==> src/rtl/dtc_pkg.sv <==
package dtc_pkg;

  typedef enum logic [1:0] {
    TQ_HOLD = 2'b00,
    TQ_INC  = 2'b01,
    TQ_DEC  = 2'b11
  } torq_cmd_t;

  localparam int NUM_SECTORS = 6;

  // active leg patterns {Sa,Sb,Sc}, 60 degrees apart, counter-clockwise
  function automatic logic [2:0] active_pattern(input logic [2:0] idx);
    case (idx)
      3'd0:    active_pattern = 3'b100;
      3'd1:    active_pattern = 3'b110;
      3'd2:    active_pattern = 3'b010;
      3'd3:    active_pattern = 3'b011;
      3'd4:    active_pattern = 3'b001;
      3'd5:    active_pattern = 3'b101;
      default: active_pattern = 3'b000;
    endcase
  endfunction

endpackage

==> src/rtl/dtc_flux_hyst.sv <==
module dtc_flux_hyst #(
  parameter int DW = 16
) (
  input  logic          clk,
  input  logic          rst,
  input  logic          upd,
  input  logic [DW-1:0] ref_mag,
  input  logic [DW-1:0] est_mag,
  input  logic [DW-1:0] band,
  output logic          state_q,
  output logic          state_nx
);
  localparam int EW = DW + 1;

  logic signed [EW-1:0] err;
  logic signed [EW-1:0] half;

  always_comb begin
    err  = $signed({1'b0, ref_mag}) - $signed({1'b0, est_mag});
    half = $signed({1'b0, band} >> 1);
    state_nx = state_q;
    if (err > half)       state_nx = 1'b1;
    else if (err < -half) state_nx = 1'b0;
  end

  always_ff @(posedge clk) begin
    if (rst)      state_q <= 1'b0;
    else if (upd) state_q <= state_nx;
  end
endmodule

==> src/rtl/dtc_torq_hyst.sv <==
module dtc_torq_hyst
  import dtc_pkg::*;
#(
  parameter int DW = 16
) (
  input  logic                 clk,
  input  logic                 rst,
  input  logic                 upd,
  input  logic signed [DW-1:0] ref_trq,
  input  logic signed [DW-1:0] est_trq,
  input  logic        [DW-1:0] band,
  output torq_cmd_t            state_q,
  output torq_cmd_t            state_nx
);
  localparam int EW = DW + 1;

  logic signed [EW-1:0] err;
  logic signed [EW-1:0] half;

  always_comb begin
    err  = $signed({ref_trq[DW-1], ref_trq}) - $signed({est_trq[DW-1], est_trq});
    half = $signed({1'b0, band} >> 1);
    state_nx = state_q;
    if (err > half)                            state_nx = TQ_INC;
    else if (err < -half)                      state_nx = TQ_DEC;
    else if (state_q == TQ_INC && err <= 0)    state_nx = TQ_HOLD;
    else if (state_q == TQ_DEC && err >= 0)    state_nx = TQ_HOLD;
  end

  always_ff @(posedge clk) begin
    if (rst)      state_q <= TQ_HOLD;
    else if (upd) state_q <= state_nx;
  end
endmodule

==> src/rtl/dtc_sector_calc.sv <==
module dtc_sector_calc
  import dtc_pkg::*;
#(
  parameter int AW = 16
) (
  input  logic [AW-1:0] angle,
  output logic [2:0]    sector_nx
);
  localparam int PW = AW + 3;
  localparam logic [PW-1:0] HALF_STEP = PW'(1) << (AW - 1);

  logic [PW-1:0]          scaled;
  logic [NUM_SECTORS-1:0] past_edge;

  assign scaled = PW'(angle) * PW'(6) + HALF_STEP;

  // one comparator per sector edge; the count of edges passed is the index
  for (genvar k = 1; k <= NUM_SECTORS; k++) begin : g_edge
    localparam logic [PW-1:0] EDGE = PW'(k) << AW;
    assign past_edge[k-1] = (scaled >= EDGE);
  end

  always_comb begin
    logic [2:0] idx;
    idx = 3'($countones(past_edge));
    sector_nx = (idx == 3'(NUM_SECTORS)) ? 3'd1 : idx + 3'd1;
  end
endmodule

==> src/rtl/dtc_switch_table.sv <==
module dtc_switch_table
  import dtc_pkg::*;
(
  input  logic       flux_cmd,
  input  torq_cmd_t  torq_cmd,
  input  logic [2:0] sector,
  output logic [2:0] pattern
);
  always_comb begin
    logic [3:0] step;
    logic [3:0] sum;
    case ({flux_cmd, torq_cmd == TQ_INC})
      2'b11:   step = 4'd1;
      2'b10:   step = 4'd5;
      2'b01:   step = 4'd2;
      default: step = 4'd4;
    endcase
    sum = {1'b0, sector} - 4'd1 + step;
    if (sum >= 4'(NUM_SECTORS)) sum = sum - 4'(NUM_SECTORS);
    if (torq_cmd == TQ_HOLD)
      pattern = (flux_cmd == sector[0]) ? 3'b111 : 3'b000;
    else
      pattern = active_pattern(sum[2:0]);
  end
endmodule

==> src/rtl/dtc_vector_select.sv <==
module dtc_vector_select
  import dtc_pkg::*;
#(
  parameter int DW = 16,
  parameter int AW = 16
) (
  input  logic                 clk,
  input  logic                 rst,
  input  logic                 sample,
  input  logic        [DW-1:0] flux_est,
  input  logic        [DW-1:0] flux_ref,
  input  logic        [DW-1:0] flux_band,
  input  logic signed [DW-1:0] torq_est,
  input  logic signed [DW-1:0] torq_ref,
  input  logic        [DW-1:0] torq_band,
  input  logic        [AW-1:0] angle,
  output logic                 flux_state,
  output logic        [1:0]    torq_state,
  output logic        [2:0]    sector,
  output logic        [2:0]    sw_vec
);
  logic      flux_nx;
  torq_cmd_t torq_q;
  torq_cmd_t torq_nx;
  logic [2:0] sector_nx;
  logic [2:0] pattern_nx;

  dtc_flux_hyst #(.DW(DW)) u_flux (
    .clk(clk), .rst(rst), .upd(sample),
    .ref_mag(flux_ref), .est_mag(flux_est), .band(flux_band),
    .state_q(flux_state), .state_nx(flux_nx)
  );

  dtc_torq_hyst #(.DW(DW)) u_torq (
    .clk(clk), .rst(rst), .upd(sample),
    .ref_trq(torq_ref), .est_trq(torq_est), .band(torq_band),
    .state_q(torq_q), .state_nx(torq_nx)
  );

  dtc_sector_calc #(.AW(AW)) u_sector (
    .angle(angle), .sector_nx(sector_nx)
  );

  // lookup uses the states being written this edge
  dtc_switch_table u_table (
    .flux_cmd(flux_nx), .torq_cmd(torq_nx), .sector(sector_nx),
    .pattern(pattern_nx)
  );

  assign torq_state = torq_q;

  always_ff @(posedge clk) begin
    if (rst) begin
      sector <= 3'd1;
      sw_vec <= 3'b000;
    end else if (sample) begin
      sector <= sector_nx;
      sw_vec <= pattern_nx;
    end
  end
endmodule

==> config.mk <==
export PLATFORM = sky130hd
export DESIGN_NAME = dtc_vector_select
export DESIGN_NICKNAME = d
export VERILOG_FILES = /design/src/rtl/dtc_pkg.sv /design/src/rtl/dtc_flux_hyst.sv /design/src/rtl/dtc_torq_hyst.sv /design/src/rtl/dtc_sector_calc.sv /design/src/rtl/dtc_switch_table.sv /design/src/rtl/dtc_vector_select.sv
export SDC_FILE = /design/constraint.sdc
export NUM_CORES = 1
export LEC_CHECK = 0
export ABC_AREA = 1
export BUFFER_PORTS_ARGS = -buffer_cell sky130_fd_sc_hd__buf_2
export CORE_UTILIZATION = 50
export CTS_BUF_LIST = sky130_fd_sc_hd__clkbuf_4 sky130_fd_sc_hd__clkbuf_8 sky130_fd_sc_hd__clkbuf_16
export DETAILED_ROUTE_END_ITERATION = 6
export GPL_TIMING_DRIVEN = 0
export PLACE_DENSITY = 0.87
export SLEW_MARGIN = 40
export SYNTH_ARGS = -nofsm -noshare
export SYNTH_HDL_FRONTEND = slang
export SYNTH_HIERARCHICAL = 1
export SYNTH_SLANG_ARGS = --single-unit
==> constraint.sdc <==
create_clock -name clk -period 6.9 [get_ports clk]
set_clock_uncertainty 0.15 [all_clocks]
set_input_delay 1.38 -clock clk [delete_from_list [all_inputs] [get_ports clk]]
set_output_delay 1.38 -clock clk [all_outputs]
set_load 0.005 [all_outputs]
=== Word-level counts from Yosys, hierarchy flattened ===
Index checks and enable logic that the tools add are counted.

* Flip-flop bits (word level): 9
* Output and inout bits: 9
* Input bits: 115

* Equality and inequality tests: 13
* Order comparisons: 13
* Muxes and demuxes: 12
* Multipliers: 1
* Reductions and logical operators: 4
* $add $sub $neg: 14

{| class="wikitable"
|+ Operators by type and width
! cell !! count
|-
| $ge A19 B19 Y1 const B || 3
|-
| $ge A19 B18 Y1 const B || 2
|-
| $gt A17 B16 Y1 || 2
|-
| $lt A17 B17 Y1 || 2
|-
| $neg A15 Y17 || 2
|-
| $sub A16 B16 Y17 || 2
|-
| $add A19 B16 Y19 const B || 1
|-
| $ge A19 B17 Y1 const B || 1
|-
| $mul A16 B2 Y18 const B || 1
|-
| $pmux W3 S6 || 1
|-
| $ge A17 B1 Y1 const B || 1
|-
| $le A17 B1 Y1 const B || 1
|-
| $mux W3 || 4
|-
| $eq A3 B3 Y1 const B || 3
|-
| $pmux W3 S3 || 1
|-
| $mux W2 || 4
|-
| $add A1 B1 Y2 || 3
|-
| $add A3 B3 Y3 || 2
|-
| $eq A2 B1 Y1 const B || 3
|-
| $eq A2 B2 Y1 const B || 3
|-
| $eq A3 B2 Y1 const B || 2
|-
| $add A4 B3 Y4 || 1
|-
| $ge A4 B3 Y1 const B || 1
|-
| $sub A3 B1 Y4 const B || 1
|-
| other kinds (8) || 10
|}

=== Depth between registers and ports, before layout ===
* Depth in word-level cells: 16
* Mapped depth: 48
* Gate-level depth less buffers: 48

=== Cells and area by module ===
Netlist, hierarchy kept.

{| class="wikitable"
|+ By module, submodules not included
! module !! cells each !! sequential area each (sq um) !! instances !! area an instance (sq um)
|-
| dtc_torq_hyst || 454 || 40.0 || 1 || 2,464.9
|-
| dtc_flux_hyst || 356 || 20.0 || 1 || 2,074.5
|-
| dtc_sector_calc || 249 || 0.0 || 1 || 1,343.8
|-
| dtc_switch_table || 48 || 0.0 || 1 || 279.0
|-
| dtc_vector_select || 37 || 120.1 || 1 || 245.2
|}

=== Least setup slack after synthesis ===
OpenSTA, ideal clock, no wires.

* Path kind: input port to flip-flop
* Start point: input angle[0]
* End point: register sw_vec[2]
* Slack: -0.290 ns
* Required time: 6.637 ns
* Stages on the path: 46
* Path buffers: 0
* Data arrival time: 6.928 ns
* Path through: ha_1 -> fa_1 -> nand2_1 -> nand2_2 -> nand3_2 -> nand2_2 -> nand2_1 -> nand3_1 -> nand2_2 -> inv_1 -> ha_1 -> nand3b_1 -> nor2_1 -> nand2_1 -> nor2_1 -> nand2_1 -> nor2_1 -> nand3_1 -> [... 10 more ...] -> inv_1 -> nand3_1 -> o21ai_0 -> inv_1 -> ha_1 -> inv_1 -> ha_1 -> fa_1 -> nor2_4 -> inv_1 -> nand2_1 -> nand2_1 -> nor2_2 -> a21oi_2 -> inv_1 -> nand2_1 -> nand2_1 -> nor2_1

* Longest elaborated chain between the ends: 15
* Elaborated cells between the ends (all ways): 31
* Those cells by class: add/sub: 10; mul: 1; order compare: 7; eq/ne: 7; mux: 5; reduce/logical: 1

{| class="wikitable"
|+ Ends and longest elaborated chain
! what !! RTL line !! RTL
|-
| start: declaration || dtc_vector_select.sv:16 || <nowiki>input logic [AW-1:0] angle,</nowiki>
|-
| $mul A16 B2 Y18 * || dtc_sector_calc.sv:15 || <nowiki>assign scaled = PW'(angle) * PW'(6) + HALF_STEP;</nowiki>
|-
| $add A19 B16 Y19 * || dtc_sector_calc.sv:15 ||
|-
| $ge A19 B17 Y1, or another cell as far along || dtc_sector_calc.sv:20 || <nowiki>assign past_edge[k-1] = (scaled >= EDGE);</nowiki>
|-
| $add A1 B1 Y2 (implied by the code) || dtc_sector_calc.sv:25 || <nowiki>idx = 3'($countones(past_edge));</nowiki>
|-
| $add A3 B3 Y3 (implied by the code) || dtc_sector_calc.sv:25 ||
|-
| $add A3 B3 Y3 (implied by the code) * || dtc_sector_calc.sv:25 ||
|-
| $add A3 B1 Y3 or $eq A3 B3 Y1 (tied branches) || dtc_sector_calc.sv:26 || <nowiki>sector_nx = (idx == 3'(NUM_SECTORS)) ? 3'd1 : idx + 3'd1;</nowiki>
|-
| $mux W3 * || dtc_sector_calc.sv:26 ||
|-
| net sector_nx[1] || dtc_vector_select.sv:25 || <nowiki>logic [2:0] sector_nx;</nowiki>
|-
| $sub A3 B1 Y4 * || dtc_switch_table.sv:18 || <nowiki>sum = {1'b0, sector} - 4'd1 + step;</nowiki>
|-
| $add A4 B3 Y4 * || dtc_switch_table.sv:18 ||
|-
| $ge A4 B3 Y1 or $sub A3 B3 Y3 (tied branches) || dtc_switch_table.sv:19 || <nowiki>if (sum >= 4'(NUM_SECTORS)) sum = sum - 4'(NUM_SECTORS);</nowiki>
|-
| $mux W3 * || dtc_switch_table.sv:19 ||
|-
| $eq A3 B3 Y1, or another cell as far along || dtc_pkg.sv:13 || <nowiki>case (idx)</nowiki>
|-
| $pmux W3 S6 * || dtc_pkg.sv:13 ||
|-
| $mux W3 * || dtc_switch_table.sv:20 || <nowiki>if (torq_cmd == TQ_HOLD)</nowiki>
|-
| net pattern_nx[2] || dtc_vector_select.sv:26 || <nowiki>logic [2:0] pattern_nx;</nowiki>
|-
| end signal: assignment || dtc_vector_select.sv:58 || <nowiki>sw_vec <= pattern_nx;</nowiki>
|-
| end: declaration || dtc_vector_select.sv:20 || <nowiki>output logic [2:0] sw_vec</nowiki>
|}

Mark *: on every way through the listed nets, which the timed path passes. The rest lies on a longest branch.
A chain may end at the register's enable or synchronous reset.

=== Final worst setup path ===
* Start point: input angle[7]
* End point: register sw_vec[2]

The elaborated chain is that of the path after synthesis.

==> flow_metrics.env <==
export IMPL_die_area_um2=13300
export IMPL_synth_top_area_share_pct=21.3
export IMPL_fin_crit_sh_pct=104
export IMPL_critPathLaunchType="primary input"
export IMPL_critical_path_startpoint="angle[7]"
export IMPL_synth_ff_type="dfxtp_1"
export IMPL_synth_cell_type_count=41
export IMPL_grt_use_total_pct=24.3
export IMPL_clkLatencyLatePin_ps=240
export IMPL_worst_pin_slew_ps=624
export IMPL_synth_fp_nets=1375
export IMPL_clk_root_buffer_cell="clkbuf_16"
export IMPL_ys_ff_latch=9
export IMPL_yosysSeqAreaShare_pct=2.81
export IMPL_rsz0062_at_grt="true"
export IMPL_synth_avg_cell_area_um2=5.60
export IMPL_grt_overflow=0
export IMPL_finalSetupTns_ps=-676
export IMPL_syn_inst=1144
export IMPL_cpMostUsedCell="nand2_1"
export IMPL_p_leak_nw=4.59
export IMPL_cts_htree_levels=1
export IMPL_instances_no_fill=1446
export IMPL_maxCapViolations=0
export IMPL_arrival_ps=7120
export IMPL_ir_worst_vdd_v=0.000246
export IMPL_synth_area_top_cells="ha_1 (21%), nand2_1 (19%), inv_1 (14%)"
export IMPL_grt_pass1_wl_mm=27.1
export IMPL_hold_start="sw_vec[2]$_SDFFE_PP0P_"
export IMPL_r2r_start="u_torq/state_q[0]$_SDFFE_PP0P_"
export IMPL_setup_viol_count_final=3
export IMPL_die_h_um=115
export IMPL_wl_mm=16.0
export IMPL_async_reset_ff_share_pct=0
export IMPL_crit_type="primary input to flip-flop"
export IMPL_synth_warnings=6
export IMPL_drtIter0Drc=380
export IMPL_initial_core_util_pct=52.3
export IMPL_place_congestion=0.891
export IMPL_cp_max_fo=5
export IMPL_fillers=1154
export IMPL_end_kind="flip-flop"
export IMPL_cts_clk_slew_worst_paths_ps=40
export IMPL_antenna_found_initial=0
export IMPL_dp_hpwl_mm=13.7
export IMPL_dp_slack_ps=-725
export IMPL_max_stage_delay_ps=470
export IMPL_boundaryPins=124
export IMPL_max_slew_margin_pct=58.0
export IMPL_power_per_cell_area_nw_per_um2=253
export IMPL_critical_path_required_ps=6880
export IMPL_cts_sinks=9
export IMPL_fin_ws_ps=-243
export IMPL_hold_path_class="flip-flop to flip-flop"
export IMPL_placementRows=40
export IMPL_area_delta_synth_final_pct=18.5
export IMPL_power_mw=1.92
export IMPL_grt_pass1_vias=6655
export IMPL_synth_edf_count=0
export IMPL_nets=1510
export IMPL_drtPass1Iterations=5
export IMPL_hold_viol=0
export IMPL_dp_cells=1433
export IMPL_antenna_cells=0
export IMPL_coreArea_um2=12300
export IMPL_period_minus_slack_ps=7140
export IMPL_timing_critical_path_slowest_stage_cell="fa_1"
export IMPL_ant_nets=0
export IMPL_portBuffers=121
export IMPL_routedWlPerCell_um=11.1
export IMPL_drv_slew=0
export IMPL_vias_per_cell=5.01
export IMPL_synth_area_um2=6410
export IMPL_cts_tree="yes"
export IMPL_yosysTopAreaCell="ha_1"
export IMPL_grt_max_degree=11
export IMPL_cts_buffer_depth=2
export IMPL_placed_area_um2=7250
export IMPL_fmax_mhz=140
export IMPL_fp_dieW_um=115
export IMPL_route_detailed_drc=0
export IMPL_violations="negative setup slack"
export IMPL_cts_hold_buf=0
export IMPL_final_area_um2=7590
export IMPL_drive_above_1_share_pct=20.0
export IMPL_cts_inserted_buffers=3
export IMPL_num_vias=7239
export IMPL_outcome="complete, but fails checks"
==> what timing repair did <==
item,in CTS,in global routing
pin swaps,13,2
setup buffers,5,4
resized for setup,23,12
setup endpoints to repair,3,3
==> state kept, by name, indices dropped and copies added, names as in the netlist <==
name            flops
u_flux/state_q      1
sector              3
sw_vec              3
u_torq/state_q      2
==> metal layers <==
layer | global-route usage (%) | part of all wire (%) | routed length [um] | vias up
met5 | 0 | 0 | 0 | -
met4 | 4.16 | 0.75 | 120 | 0
met3 | 1.85 | 5.0 | 809 | 13
met2 | 46.0 | 49 | 7820 | 197
met1 | 30.3 | 45 | 7280 | 3167
li1 | - | - | - | 3862
==> per-stage QoR <==
step                      hold WS, ps  utilization (%)
after global placement            324             59.1
after detailed placement          322             59.1
after global routing              354             61.9
after floorplan                   301                -
after CTS                         326             61.0
final                             324             61.9
==> worst paths after layout <==
kind                                                to  slack [ps]  cells after the start
worst max-delay path            sw_vec[2]$_SDFFE_PP0P_        -240                     45
worst min-delay path            sw_vec[2]$_SDFFE_PP0P_         320                      2
worst min register to register  sw_vec[2]$_SDFFE_PP0P_         320                      2
worst max register to register  sw_vec[2]$_SDFFE_PP0P_        3910                     21
==> worst max-delay path: cells and delay by family <==
family,cells,cell delay [ps]
buffers and inverters,9,630
adders and majority gates,9,2800
AOI/OAI and AO/OA,2,110
and+or+nand+nor,25,2200
==> area by class of cell <==
type	instances	area [um^2]	share of cell area, %
multi-input cells	881	5470	72.0
inverters	253	950	12.5
repair buffers	130	689	9.08
plain buffers	1	11.3	0.148
flip-flops and latches	9	180	2.37
clock buffers	4	82.6	1.09
well taps	168	210	2.77
==> cells in the mapped netlist, types with 3 or more instances <==
library cell  instances
nor2_1               99
inv_1               245
nor3_1               13
o21ai_0              11
a21oi_2               5
nand4_1              24
nand3_1              91
a21oi_1              47
nor2_2               15
nand2_1             330
nand3_2              20
xor2_1               34
inv_2                 8
nand3b_1              8
nand2_2              30
nor2_4                3
xnor2_1               4
dfxtp_1               9
and2_1                4
ha_1                109
fa_1                  7
a211oi_1              5
==> placed cells by master (no fill, tap or decap), drive strengths merged <==
cell	synthesis	routed
and2	4	4
o21ai	13	13
a31o	1	1
o21bai	2	2
o211ai	1	1
dfxtp	9	9
xor2	34	34
a21oi	52	52
ha	109	109
a21boi	1	1
buf	1	131
or2	1	1
clkbuf	0	4
nor3	15	15
nand3	111	111
a31oi	1	1
nand3b	8	8
nand4	25	25
nor3b	1	1
nor4	1	1
xnor2	4	4
nand2	361	361
inv	253	253
o21a	2	2
o221ai	1	1
a211oi	5	5
nor2	117	117
and3	2	2
o2111ai	1	1
a21o	1	1
fa	7	7
==> cell families (layout without fill, tap and decap cells) <==
group                      Yosys count  after routing  share of synthesized area, %
AOI/OAI and AO/OA                   81             81                          7.36
xor gates and xnor gates            38             38                          5.19
adders and majority gates          116            116                          23.5
buffers and inverters              254            388                          15.0
DFF                                  9              9                          2.81
and+or+nand+nor                    646            646                          46.2
==> power breakdown <==
part	switching, mW	total [mW]	leakage (nW)	internal [mW]
clock	0.0279	0.109	0.0416	0.0814
sequential	0.0127	0.0811	0.0748	0.0685
combinational	1.04	1.73	4.47	0.683
No activity file was read; power rests on OpenSTA's default activity.
